==> src/rtl/atc_pkg.sv <==
`timescale 1ns/1ps
package atc_pkg;
    typedef enum logic [1:0] {
        ST_IDLE  = 2'd0,
        ST_PEND  = 2'd1,
        ST_DRIVE = 2'd2
    } tenure_st_e;
endpackage

==> src/rtl/atc_align.sv <==
`timescale 1ns/1ps
module atc_align #(
    parameter int AW         = 32,
    parameter int BEAT_BYTES = 8,
    parameter int LINE_BYTES = 32
) (
    input  logic [AW-1:0] raw_addr,
    input  logic          is_burst,
    input  logic          is_write,
    output logic [AW-1:0] bus_addr
);
    localparam int BEAT_LSB = $clog2(BEAT_BYTES);
    localparam int LINE_LSB = $clog2(LINE_BYTES);
    localparam logic [AW-1:0] BEAT_MASK = {{(AW-BEAT_LSB){1'b1}}, {BEAT_LSB{1'b0}}};
    localparam logic [AW-1:0] LINE_MASK = {{(AW-LINE_LSB){1'b1}}, {LINE_LSB{1'b0}}};

    always_comb begin
        if (!is_burst) begin
            bus_addr = raw_addr;
        end else if (is_write) begin
            bus_addr = raw_addr & LINE_MASK;
        end else begin
            bus_addr = raw_addr & BEAT_MASK;
        end
    end
endmodule

==> src/rtl/atc_parity.sv <==
`timescale 1ns/1ps
module atc_parity #(
    parameter int AW = 32
) (
    input  logic [AW-1:0]   word,
    output logic [AW/8-1:0] par
);
    localparam int NBYTES = AW / 8;

    for (genvar b = 0; b < NBYTES; b++) begin : g_byte
        assign par[b] = ^word[8*b +: 8];
    end
endmodule

==> src/rtl/atc_snoop.sv <==
`timescale 1ns/1ps
module atc_snoop #(
    parameter int AW = 32
) (
    input  logic            clk,
    input  logic            rst_n,
    input  logic            ts_seen,
    input  logic            own_drive,
    input  logic [AW-1:0]   pin_addr,
    input  logic [AW/8-1:0] pin_par,
    output logic            snp_valid,
    output logic [AW-1:0]   snp_addr,
    output logic            snp_err
);
    localparam int NBYTES = AW / 8;

    typedef struct packed {
        logic          valid;
        logic          err;
        logic [AW-1:0] addr;
    } snp_state_t;

    snp_state_t       st_d, st_q;
    logic [NBYTES-1:0] calc_par;

    atc_parity #(.AW(AW)) u_chk_par (
        .word (pin_addr),
        .par  (calc_par)
    );

    always_comb begin
        st_d       = st_q;
        st_d.valid = 1'b0;
        st_d.err   = 1'b0;
        if (ts_seen && !own_drive) begin
            st_d.valid = 1'b1;
            st_d.addr  = pin_addr;
            st_d.err   = (calc_par != pin_par);
        end
    end

    always_ff @(posedge clk) begin
        if (!rst_n) begin
            st_q <= '0;
        end else begin
            st_q <= st_d;
        end
    end

    assign snp_valid = st_q.valid;
    assign snp_addr  = st_q.addr;
    assign snp_err   = st_q.err;
endmodule

==> src/rtl/addr_tenure_ctrl.sv <==
`timescale 1ns/1ps
module addr_tenure_ctrl #(
    parameter int AW         = 32,
    parameter int BEAT_BYTES = 8,
    parameter int LINE_BYTES = 32
) (
    input  logic            clk,
    input  logic            rst_n,
    input  logic            req_valid,
    output logic            req_ready,
    input  logic            req_burst,
    input  logic            req_write,
    input  logic [AW-1:0]   req_addr,
    input  logic            bus_grant,
    input  logic            ts_in,
    output logic            ts_out,
    input  logic            aack_in,
    output logic [AW-1:0]   addr_out,
    output logic            addr_oe,
    output logic [AW/8-1:0] par_out,
    input  logic [AW-1:0]   addr_in,
    input  logic [AW/8-1:0] par_in,
    output logic            snoop_valid,
    output logic [AW-1:0]   snoop_addr,
    output logic            snoop_par_err
);
    import atc_pkg::*;

    localparam int NBYTES = AW / 8;

    typedef struct packed {
        tenure_st_e    st;
        logic          ts;
        logic          ts_prev;
        logic [AW-1:0] addr;
    } ten_state_t;

    ten_state_t    cur_d, cur_q;
    logic [AW-1:0] aligned_addr;
    logic          grant_ok;
    logic          driving;

    atc_align #(
        .AW         (AW),
        .BEAT_BYTES (BEAT_BYTES),
        .LINE_BYTES (LINE_BYTES)
    ) u_align (
        .raw_addr (req_addr),
        .is_burst (req_burst),
        .is_write (req_write),
        .bus_addr (aligned_addr)
    );

    atc_parity #(.AW(AW)) u_drv_par (
        .word (cur_q.addr),
        .par  (par_out)
    );

    assign driving = (cur_q.st == ST_DRIVE);

    always_comb begin
        cur_d         = cur_q;
        cur_d.ts      = 1'b0;
        cur_d.ts_prev = ts_in;
        grant_ok      = bus_grant && (cur_q.st == ST_PEND) && !cur_q.ts_prev;
        case (cur_q.st)
            ST_IDLE: begin
                if (req_valid) begin
                    cur_d.st   = ST_PEND;
                    cur_d.addr = aligned_addr;
                end
            end
            ST_PEND: begin
                if (grant_ok) begin
                    cur_d.st = ST_DRIVE;
                    cur_d.ts = 1'b1;
                end
            end
            ST_DRIVE: begin
                if (aack_in) begin
                    cur_d.st = ST_IDLE;
                end
            end
            default: cur_d.st = ST_IDLE;
        endcase
    end

    always_ff @(posedge clk) begin
        if (!rst_n) begin
            cur_q <= '{st: ST_IDLE, ts: 1'b0, ts_prev: 1'b0, addr: '0};
        end else begin
            cur_q <= cur_d;
        end
    end

    atc_snoop #(.AW(AW)) u_snoop (
        .clk       (clk),
        .rst_n     (rst_n),
        .ts_seen   (ts_in),
        .own_drive (driving),
        .pin_addr  (addr_in),
        .pin_par   (par_in),
        .snp_valid (snoop_valid),
        .snp_addr  (snoop_addr),
        .snp_err   (snoop_par_err)
    );

    assign req_ready = (cur_q.st == ST_IDLE);
    assign ts_out    = cur_q.ts;
    assign addr_oe   = driving;
    assign addr_out  = cur_q.addr;
endmodule

==> config.mk <==
export PLATFORM = sky130hd
export DESIGN_NAME = addr_tenure_ctrl
export DESIGN_NICKNAME = d
export VERILOG_FILES = /design/src/rtl/atc_pkg.sv /design/src/rtl/atc_align.sv /design/src/rtl/atc_parity.sv /design/src/rtl/atc_snoop.sv /design/src/rtl/addr_tenure_ctrl.sv
export SDC_FILE = /design/constraint.sdc
export NUM_CORES = 1
export LEC_CHECK = 0
export ABC_AREA = 1
export BUFFER_PORTS_ARGS = -buffer_cell sky130_fd_sc_hd__buf_2
export CORE_ASPECT_RATIO = 1.1
export CORE_MARGIN = 8
export CORE_UTILIZATION = 51
export DETAILED_ROUTE_END_ITERATION = 12
export PLACE_DENSITY = 0.85
export SLEW_MARGIN = 20
export SYNTH_ARGS = -nofsm -noshare
export SYNTH_HDL_FRONTEND = slang
export SYNTH_SLANG_ARGS = --single-unit
export TNS_END_PERCENT = 1
==> constraint.sdc <==
create_clock -name clk -period 2.06 [get_ports clk]
set_clock_uncertainty 0.05 [all_clocks]
set_input_delay 0.412 -clock clk [delete_from_list [all_inputs] [get_ports clk]]
set_output_delay 0.412 -clock clk [all_outputs]
set_load 0.01 [all_outputs]
Word-level counts from Yosys, hierarchy flattened
Cells that the tools add are included.
{"block": "classes", "addsub": 0, "n_mul": 0, "div_mod_pow": 0, "order_cmp": 0, "eq_ne": 6, "shifts": 0, "mux": 7, "bitwise": 0, "reduce_logical": 18}
{"op": "8-bit parity", "n": 8}
{"op": "34-bit two-way mux", "n": 1}
{"op": "5-bit two-way mux", "n": 2}
{"op": "2-bit != test (second input constant)", "n": 3}
{"op": "2-bit one-hot mux with 3 select lines", "n": 1}
{"op": "2-bit AND reduction", "n": 3}
{"op": "2-bit two-way mux", "n": 2}
{"op": "4-bit != test", "n": 1}
{"op": "1-bit logical AND", "n": 3}
{"op": "3-bit two-way mux", "n": 1}
{"op": "3-bit AND reduction", "n": 1}
{"op": "2-bit by 1-bit == test with 1-bit output (second input constant)", "n": 1}
{"op": "2-bit == test (second input constant)", "n": 1}
{"op": "1-bit zero test", "n": 2}
{"op": "2-bit zero test", "n": 1}
{"block": "totals", "reg_bits": 70, "latchBits": 0, "mem_bits_rw": 0, "rom_bits": 0, "in_bits": 76, "out_inout_bits": 73, "word_cells": 38, "memories": 0}

Depth between registers and ports, before layout
Gate-level depths: netlist (run 1).
{"block": "logic_depth", "ltp_word": 5, "depth_mapped": 13, "mapped_depth_nobuf": 13}

Cells and area by module
Synthesis (run 1) repeated with hierarchy kept, for this count alone.
{"block": "hier_totals", "hier_cells": 843, "hier_area_um2": 4757.1}
{"mod": "addr_tenure_ctrl", "instances": 1, "cells_per_inst": 263, "area_per_inst_um2": 1841.8, "seq_area_each_um2": 720.7}
{"mod": "atc_parity", "instances": 2, "cells_per_inst": 188, "area_per_inst_um2": 705.7, "seq_area_each_um2": 0.0}
{"mod": "atc_snoop", "instances": 1, "cells_per_inst": 167, "area_per_inst_um2": 1261.2, "seq_area_each_um2": 680.7}
{"mod": "atc_align", "instances": 1, "cells_per_inst": 37, "area_per_inst_um2": 242.7, "seq_area_each_um2": 0.0}

Least setup slack after synthesis (run 1)
OpenSTA, ideal clock, no wires.
{"block": "synth_timing", "path_type": "reg-to-output", "start": "register cur_q (netlist bit addr_out[12])", "end": "output port par_out[1]", "t_arrival_ns": 0.839, "t_required_ns": 1.598, "path_slack_ns": 0.759, "stages_incl_launch_ff": 4, "path_buffers": 0, "path_cell_list": "dfxtp_1 > xor2_1 > xnor2_1 > xnor2_1"}
{"block": "synth_between", "elab_chain_len": 1}
{"element": "start: declaration", "line": "addr_tenure_ctrl.sv:38", "rtl": "ten_state_t cur_d, cur_q;"}
{"element": "start signal: assignment", "line": "addr_tenure_ctrl.sv:90", "rtl": "cur_q <= '{st: ST_IDLE, ts: 1'b0, ts_prev: 1'b0, addr: '0};"}
{"element": "start signal: assignment", "line": "addr_tenure_ctrl.sv:92", "rtl": "cur_q <= cur_d;"}
{"element": "8-bit parity", "line": "atc_parity.sv:11", "rtl": "assign par[b] = ^word[8*b +: 8];"}
{"element": "end: declaration", "line": "addr_tenure_ctrl.sv:20", "rtl": "output logic [AW/8-1:0] par_out,"}
Every way passes these cells.

Worst setup path in the final report (run 1)
{"block": "layout_timing", "start": "register cur_q (netlist bit addr_out[0])", "end": "output port par_out[0]"}
Same word-level chain as after synthesis.

==> results.json, run 1 <==
{
  "dieArea_um2": 9580,
  "worst-path-stages": 4,
  "final_area_um2": 4100,
  "finalHoldViolCount": 0,
  "cp-end-kind": "output port",
  "p_switching_w": 0.00103,
  "via_per_inst": 4.78,
  "synth_largest_area_cell": "dfxtp_1",
  "tightest_slew_ns": 0.513,
  "clock-sinks": 70,
  "clkPwrFrac_pct": 29.3,
  "cts_tree": "yes",
  "p_per_area_nw_per_um2": 828,
  "portBuffers": 148,
  "grt_overflow": 0,
  "r2r_cells": 5,
  "drtAntennaViolNets": 0,
  "fin_util_pct": 62.5,
  "place_area_um2": 3920,
  "nets": 654,
  "layout-drive-gt1-share_pct": 30.1,
  "drv_slew": 0,
  "gp_congestion": 0.844,
  "seq_area_um2": 1400,
  "avgSynthCellArea_um2": 7.32,
  "grt_usage_pct": 18.2,
  "h-tree-depth": 3,
  "detail_route.wl_per_cell_um": 13.1,
  "min_path_type": "in -> reg",
  "dp_slack_ns": 0.461,
  "postCtsResizedCells": 0,
  "cts_hold_buf": 0,
  "clock_path_buffers": 2,
  "drt_first_pass_iters": 4,
  "yosysWarnings": 0,
  "grt_max_degree": 44,
  "combinationalPowerShare_pct": 25.3,
  "drcViolationCount": 0,
  "fp.dieH_um": 102,
  "swShare_pct": 30.2,
  "cp_common_cell": "xnor2_1",
  "max_freq_mhz": 553,
  "cts_setup_buffers": 0,
  "drv_cap": 0,
  "syn_inst": 467,
  "rsz0062_at_grt": "no",
  "yosysSeqAreaShare_pct": 41.0,
  "path_delay_family": "XOR/XNOR gates",
  "min_period_over_period_pct": 87.7,
  "grt_pass1_wl_mm": 14.0,
  "critPathBufInv": 1,
  "rows": 31,
  "required_ns": 1.60,
  "p_int_w": 0.00237,
  "core_area_um2": 6560,
  "cts.clk_slew.worst_paths_ns": 0.07,
  "antenna_found_initial": 0,
  "dp_hpwl_mm": 6.75,
  "critPathSlowestCell": "dfxtp_1",
  "p_seq_share_pct": 45.5,
  "yosysUniqueCellTypes": 23,
  "num_vias": 3168,
  "multi_input_comb_area_um2": 1520,
  "synthTopCellsByArea": "dfxtp_1, nor2_1, xnor2_1, buf_4, o21ai_0",
  "die_w_um": 94.0,
  "path_max_fanout": 3,
  "drt_iter0_markers": 91,
  "fin_crit_ns": 1.81,
  "leakage_nw": 2.17,
  "hold_ws_ns": 0.284,
  "peakVddDrop_v": 0.000470,
  "setup_viol": 0,
  "clockRootBuffer": "clkbuf_8",
  "synth_area_um2": 3420,
  "synth_top_area_share_pct": 41.0,
  "timing_worst_setup_path_type": "reg -> out",
  "slowest_delay_ns": 0.34,
  "n_antenna_cell": 0,
  "areaGrowthSynthToFinish_pct": 19.9,
  "cts_made_buffers": 9,
  "ys_ff_latch": 70,
  "io_pins": 149,
  "nFillCells": 591,
  "cp.arrival_ns": 1.35,
  "fin_ws_ns": 0.253,
  "slew_headroom_pct": 65.7,
  "outcome": "finished clean",
  "setup_tns_ns": 0,
  "syn_nets": 543,
  "initial_core_util_pct": 52.1,
  "routed_wirelength_mm": 8.69,
  "clkLatencyLatePin_ns": 0.32,
  "worstHoldPathCells": 3,
  "path_cells": "xnor2_1 > xnor2_1 > xnor2_1 > buf_2",
  "worstSetupStartpointType": "register",
  "grt_pass1_vias": 3220
}
==> worst min-delay path: stages <==
cell and delay (ns):
buf_2 0.07, o21ai_0 0.07, nor2_1 0.08
==> synthesized netlist by cell type <==
master / n
a21oi_1: 17
a21oi_2: 1
buf_2: 2
buf_4: 36
buf_6: 3
clkbuf_1: 5
clkbuf_2: 4
dfxtp_1: 70
inv_1: 33
inv_2: 3
inv_6: 1
nand2_1: 68
nand2_2: 3
nand2_4: 2
nand3_1: 16
nand3b_1: 2
nor2_1: 101
nor2_4: 1
o21ai_0: 51
o21ai_1: 8
or2_2: 1
xnor2_1: 32
xor2_1: 7
==> registers in the layout (all words and copies together), names as in the netlist <==
register and count:
addr_out 32, cur_q 3, ts_out 1, u_snoop.snp_addr 32
u_snoop.snp_err 1, u_snoop.snp_valid 1
==> final cells by class <==
cell class / instances / area share, %
Tap cell: 82 / 2.50
Inverter: 37 / 3.51
Clock buffer: 13 / 4.12
Timing Repair Buffer: 150 / 18.4
Clock inverter: 1 / 0.122
Sequential cell: 70 / 34.2
Multi-Input combinational cell: 310 / 37.1
==> layer usage <==
layer / global-route usage (%) / wire length (µm) / up-vias
met3: 8.82 / 1040 / 5
met5: 0 / 0 / -
li1: - / - / 1641
met2: 31.5 / 4050 / 123
met4: 5.13 / 59 / 0
met1: 19.1 / 3540 / 1399
==> per-stage QoR <==
step | instances | total power, W
2_1_floorplan | 467 | 0.00219
3_5_place_dp | 649 | 0.00244
4_1_cts | 663 | 0.00344
5_1_grt | 663 | 0.00360
3_3_place_gp | 649 | 0.00241
6_report | 663 | 0.00339
==> cells by family after synthesis <==
| group | synth area share (%) |
|---|---|
| flip-flops | 41.0 |
| XOR/XNOR | 10.0 |
| AND/OR/NAND/NOR | 23.1 |
| AO/OA/AOI/OAI | 11.4 |
| buffers and inverters | 14.5 |
==> cells in the final DEF (no fill, tap or decap), drive strengths merged <==
cell type,instances
nand2,73
a21oi,18
o21ai,59
buf,150
clkinv,1
clkbuf,13
or2,1
xor2,7
nand3b,2
nand3,16
dfxtp,70
xnor2,32
nor2,102
inv,37
==> final timing paths <==
| check | end | slack (ns) | start |
|---|---|---|---|
| worst max-delay path | par_out[0] | 0.25 | addr_out[0] |
| worst min-delay path | addr_out[13] | 0.28 | req_addr[13] |
| worst max register to register | addr_out[2] | 0.49 | cur_q[34] |
| worst min register to register | u_snoop.snp_addr[22] | 0.43 | u_snoop.snp_addr[22] |
==> power by group through the flow <==
| stage | Sequential (W) | Clock (W) | Combinational [W] |
|---|---|---|---|
| after floorplan | 0.00159 | 0 | 0.000605 |
| after global placement | 0.00156 | 0 | 0.000848 |
| after detailed placement | 0.00157 | 0 | 0.000868 |
| after CTS | 0.00154 | 0.00102 | 0.000872 |
| after global routing | 0.00156 | 0.00108 | 0.000966 |
| final | 0.00154 | 0.000993 | 0.000857 |
Power figures use the tool's default switching activity.
==> run 2, diff against run 1 <==
Settings changed: CORE_UTILIZATION 51 to 48, MAX_ROUTING_LAYER set to met4, PLACE_DENSITY 0.85 to 0.81.
Clock period 2.06 ns to 1.9 ns, I/O delays scaled along.
==> run 2 against run 1 <==
  * Die area is 5.2% higher
  * Critical path depth is the same
  * Combinational power increased by 8.8%
  * Largest power group unchanged
==> results.json, run 2 (synthesized netlist as in run 1, its figures left out) <==
{
  "timing_worst_setup_path_type": "reg -> out",
  "core_area_um2": 6970,
  "drtAntennaViolNets": 0,
  "max_freq_mhz": 559,
  "r2r_cells": 6,
  "p_per_area_nw_per_um2": 893,
  "grt_pass1_wl_mm": 13.9,
  "outcome": "finished clean",
  "initial_core_util_pct": 49.0,
  "slew_headroom_pct": 79.1,
  "required_ns": 1.47,
  "leakage_nw": 2.18,
  "fp.dieH_um": 104,
  "cts_hold_buf": 0,
  "postCtsResizedCells": 0,
  "antenna_found_initial": 1,
  "min_period_over_period_pct": 94.1,
  "mostFrequentLayoutCell": "buf_2",
  "cts_tree": "yes",
  "rsz0062_at_grt": "no",
  "drt_first_pass_iters": 4,
  "grt_usage_pct": 17.3,
  "routed_wirelength_mm": 8.65,
  "nFillCells": 639,
  "min_path_type": "in -> reg",
  "dp_hpwl_mm": 6.78,
  "grt_max_degree": 44,
  "num_vias": 3152,
  "io_pins": 149,
  "setup_viol": 0,
  "cts_made_buffers": 9,
  "drv_cap": 0,
  "via_per_inst": 4.71,
  "layout_common_cells": "buf_2, nor2_1, dfxtp_1",
  "nets": 656,
  "dieArea_um2": 10100,
  "cp.arrival_ns": 1.36,
  "drcViolationCount": 0,
  "grt_overflow": 0,
  "layout-drive-gt1-share_pct": 30.4,
  "grt_pass1_vias": 3138,
  "detail_route.wl_per_cell_um": 12.9,
  "fin_crit_ns": 1.79,
  "worstHoldPathCells": 3,
  "rows": 32,
  "cts.clk_slew.worst_paths_ns": 0.07,
  "gp_congestion": 0.757,
  "clock_path_buffers": 2,
  "die_w_um": 96.4,
  "hold_ws_ns": 0.255,
  "portBuffers": 148,
  "drv_slew": 0,
  "drt_iter0_markers": 75,
  "worstSetupStartpointType": "register",
  "peakVddDrop_v": 0.000471,
  "tightest_slew_ns": 0.313,
  "cp-end-kind": "output port",
  "clkLatencyLatePin_ns": 0.32,
  "clockRootBuffer": "clkbuf_8",
  "setup_tns_ns": 0,
  "h-tree-depth": 3,
  "finalHoldViolCount": 0,
  "path_max_fanout": 3,
  "clock-sinks": 70,
  "areaGrowthSynthToFinish_pct": 20.5,
  "cts_setup_buffers": 0
}
-- run 2: power breakdown --
| group | leakage [nW] | internal, W | switching (W) |
|---|---|---|---|
| Sequential | 0.580 | 0.00159 | 0.0000828 |
| Combinational | 1.51 | 0.000414 | 0.000517 |
| Clock | 0.0914 | 0.000566 | 0.000508 |
| Total | 2.18 | 0.00257 | 0.00111 |
-- run 2: worst max-delay path, stage by stage (launching register included) --
cell,delay (ns)
dfxtp_1,0.36
xor2_1,0.21
xnor2_1,0.17
xnor2_1,0.14
buf_2,0.15
-- run 2: area by class of cell --
cell class                      instances  area [µm²]  area share, %
Multi-Input combinational cell        310        1520           36.9
Sequential cell                        70        1400           34.0
Timing Repair Buffer                  152         771           18.7
Clock buffer                           13         169           4.10
Inverter                               37         144           3.49
Tap cell                               85         106           2.58
Clock inverter                          1        5.00          0.122
Antenna cell                            1        2.50         0.0608
-- run 2: metal layers --
metal | track usage [%] | wire length, µm | part of all wire [%] | vias to the layer above
li1 | - | - | - | 1642
met1 | 19.0 | 3620 | 42 | 1397
met2 | 28.4 | 4050 | 47 | 111
met3 | 7.15 | 950 | 11 | 2
met4 | 3.58 | 29 | 0.34 | 0
met5 | - | 0 | 0 | -
-- run 2: path summary, 6_finish.rpt --
| path | start | endpoint | slack, ns |
|---|---|---|---|
| max | addr_out[4] | par_out[0] | 0.11 |
| min | req_addr[14] | addr_out[14] | 0.25 |
| max reg2reg | cur_q[34] | addr_out[17] | 0.45 |
| min reg2reg | u_snoop.snp_addr[11] | u_snoop.snp_addr[11] | 0.43 |
-- run 2: per-stage QoR --
step                total power, W  instances  cell area [µm²]  setup WS [ns]  utilization [%]
CTS                        0.00373        668             4120         0.0900             59.1
global placement           0.00262        654             3940          0.472             56.6
finish                     0.00368        669             4120          0.111             59.1
global route               0.00391        669             4120        0.00612             59.1
detailed placement         0.00265        654             3940          0.419             56.6
floorplan                  0.00238        467             3420          0.631                -
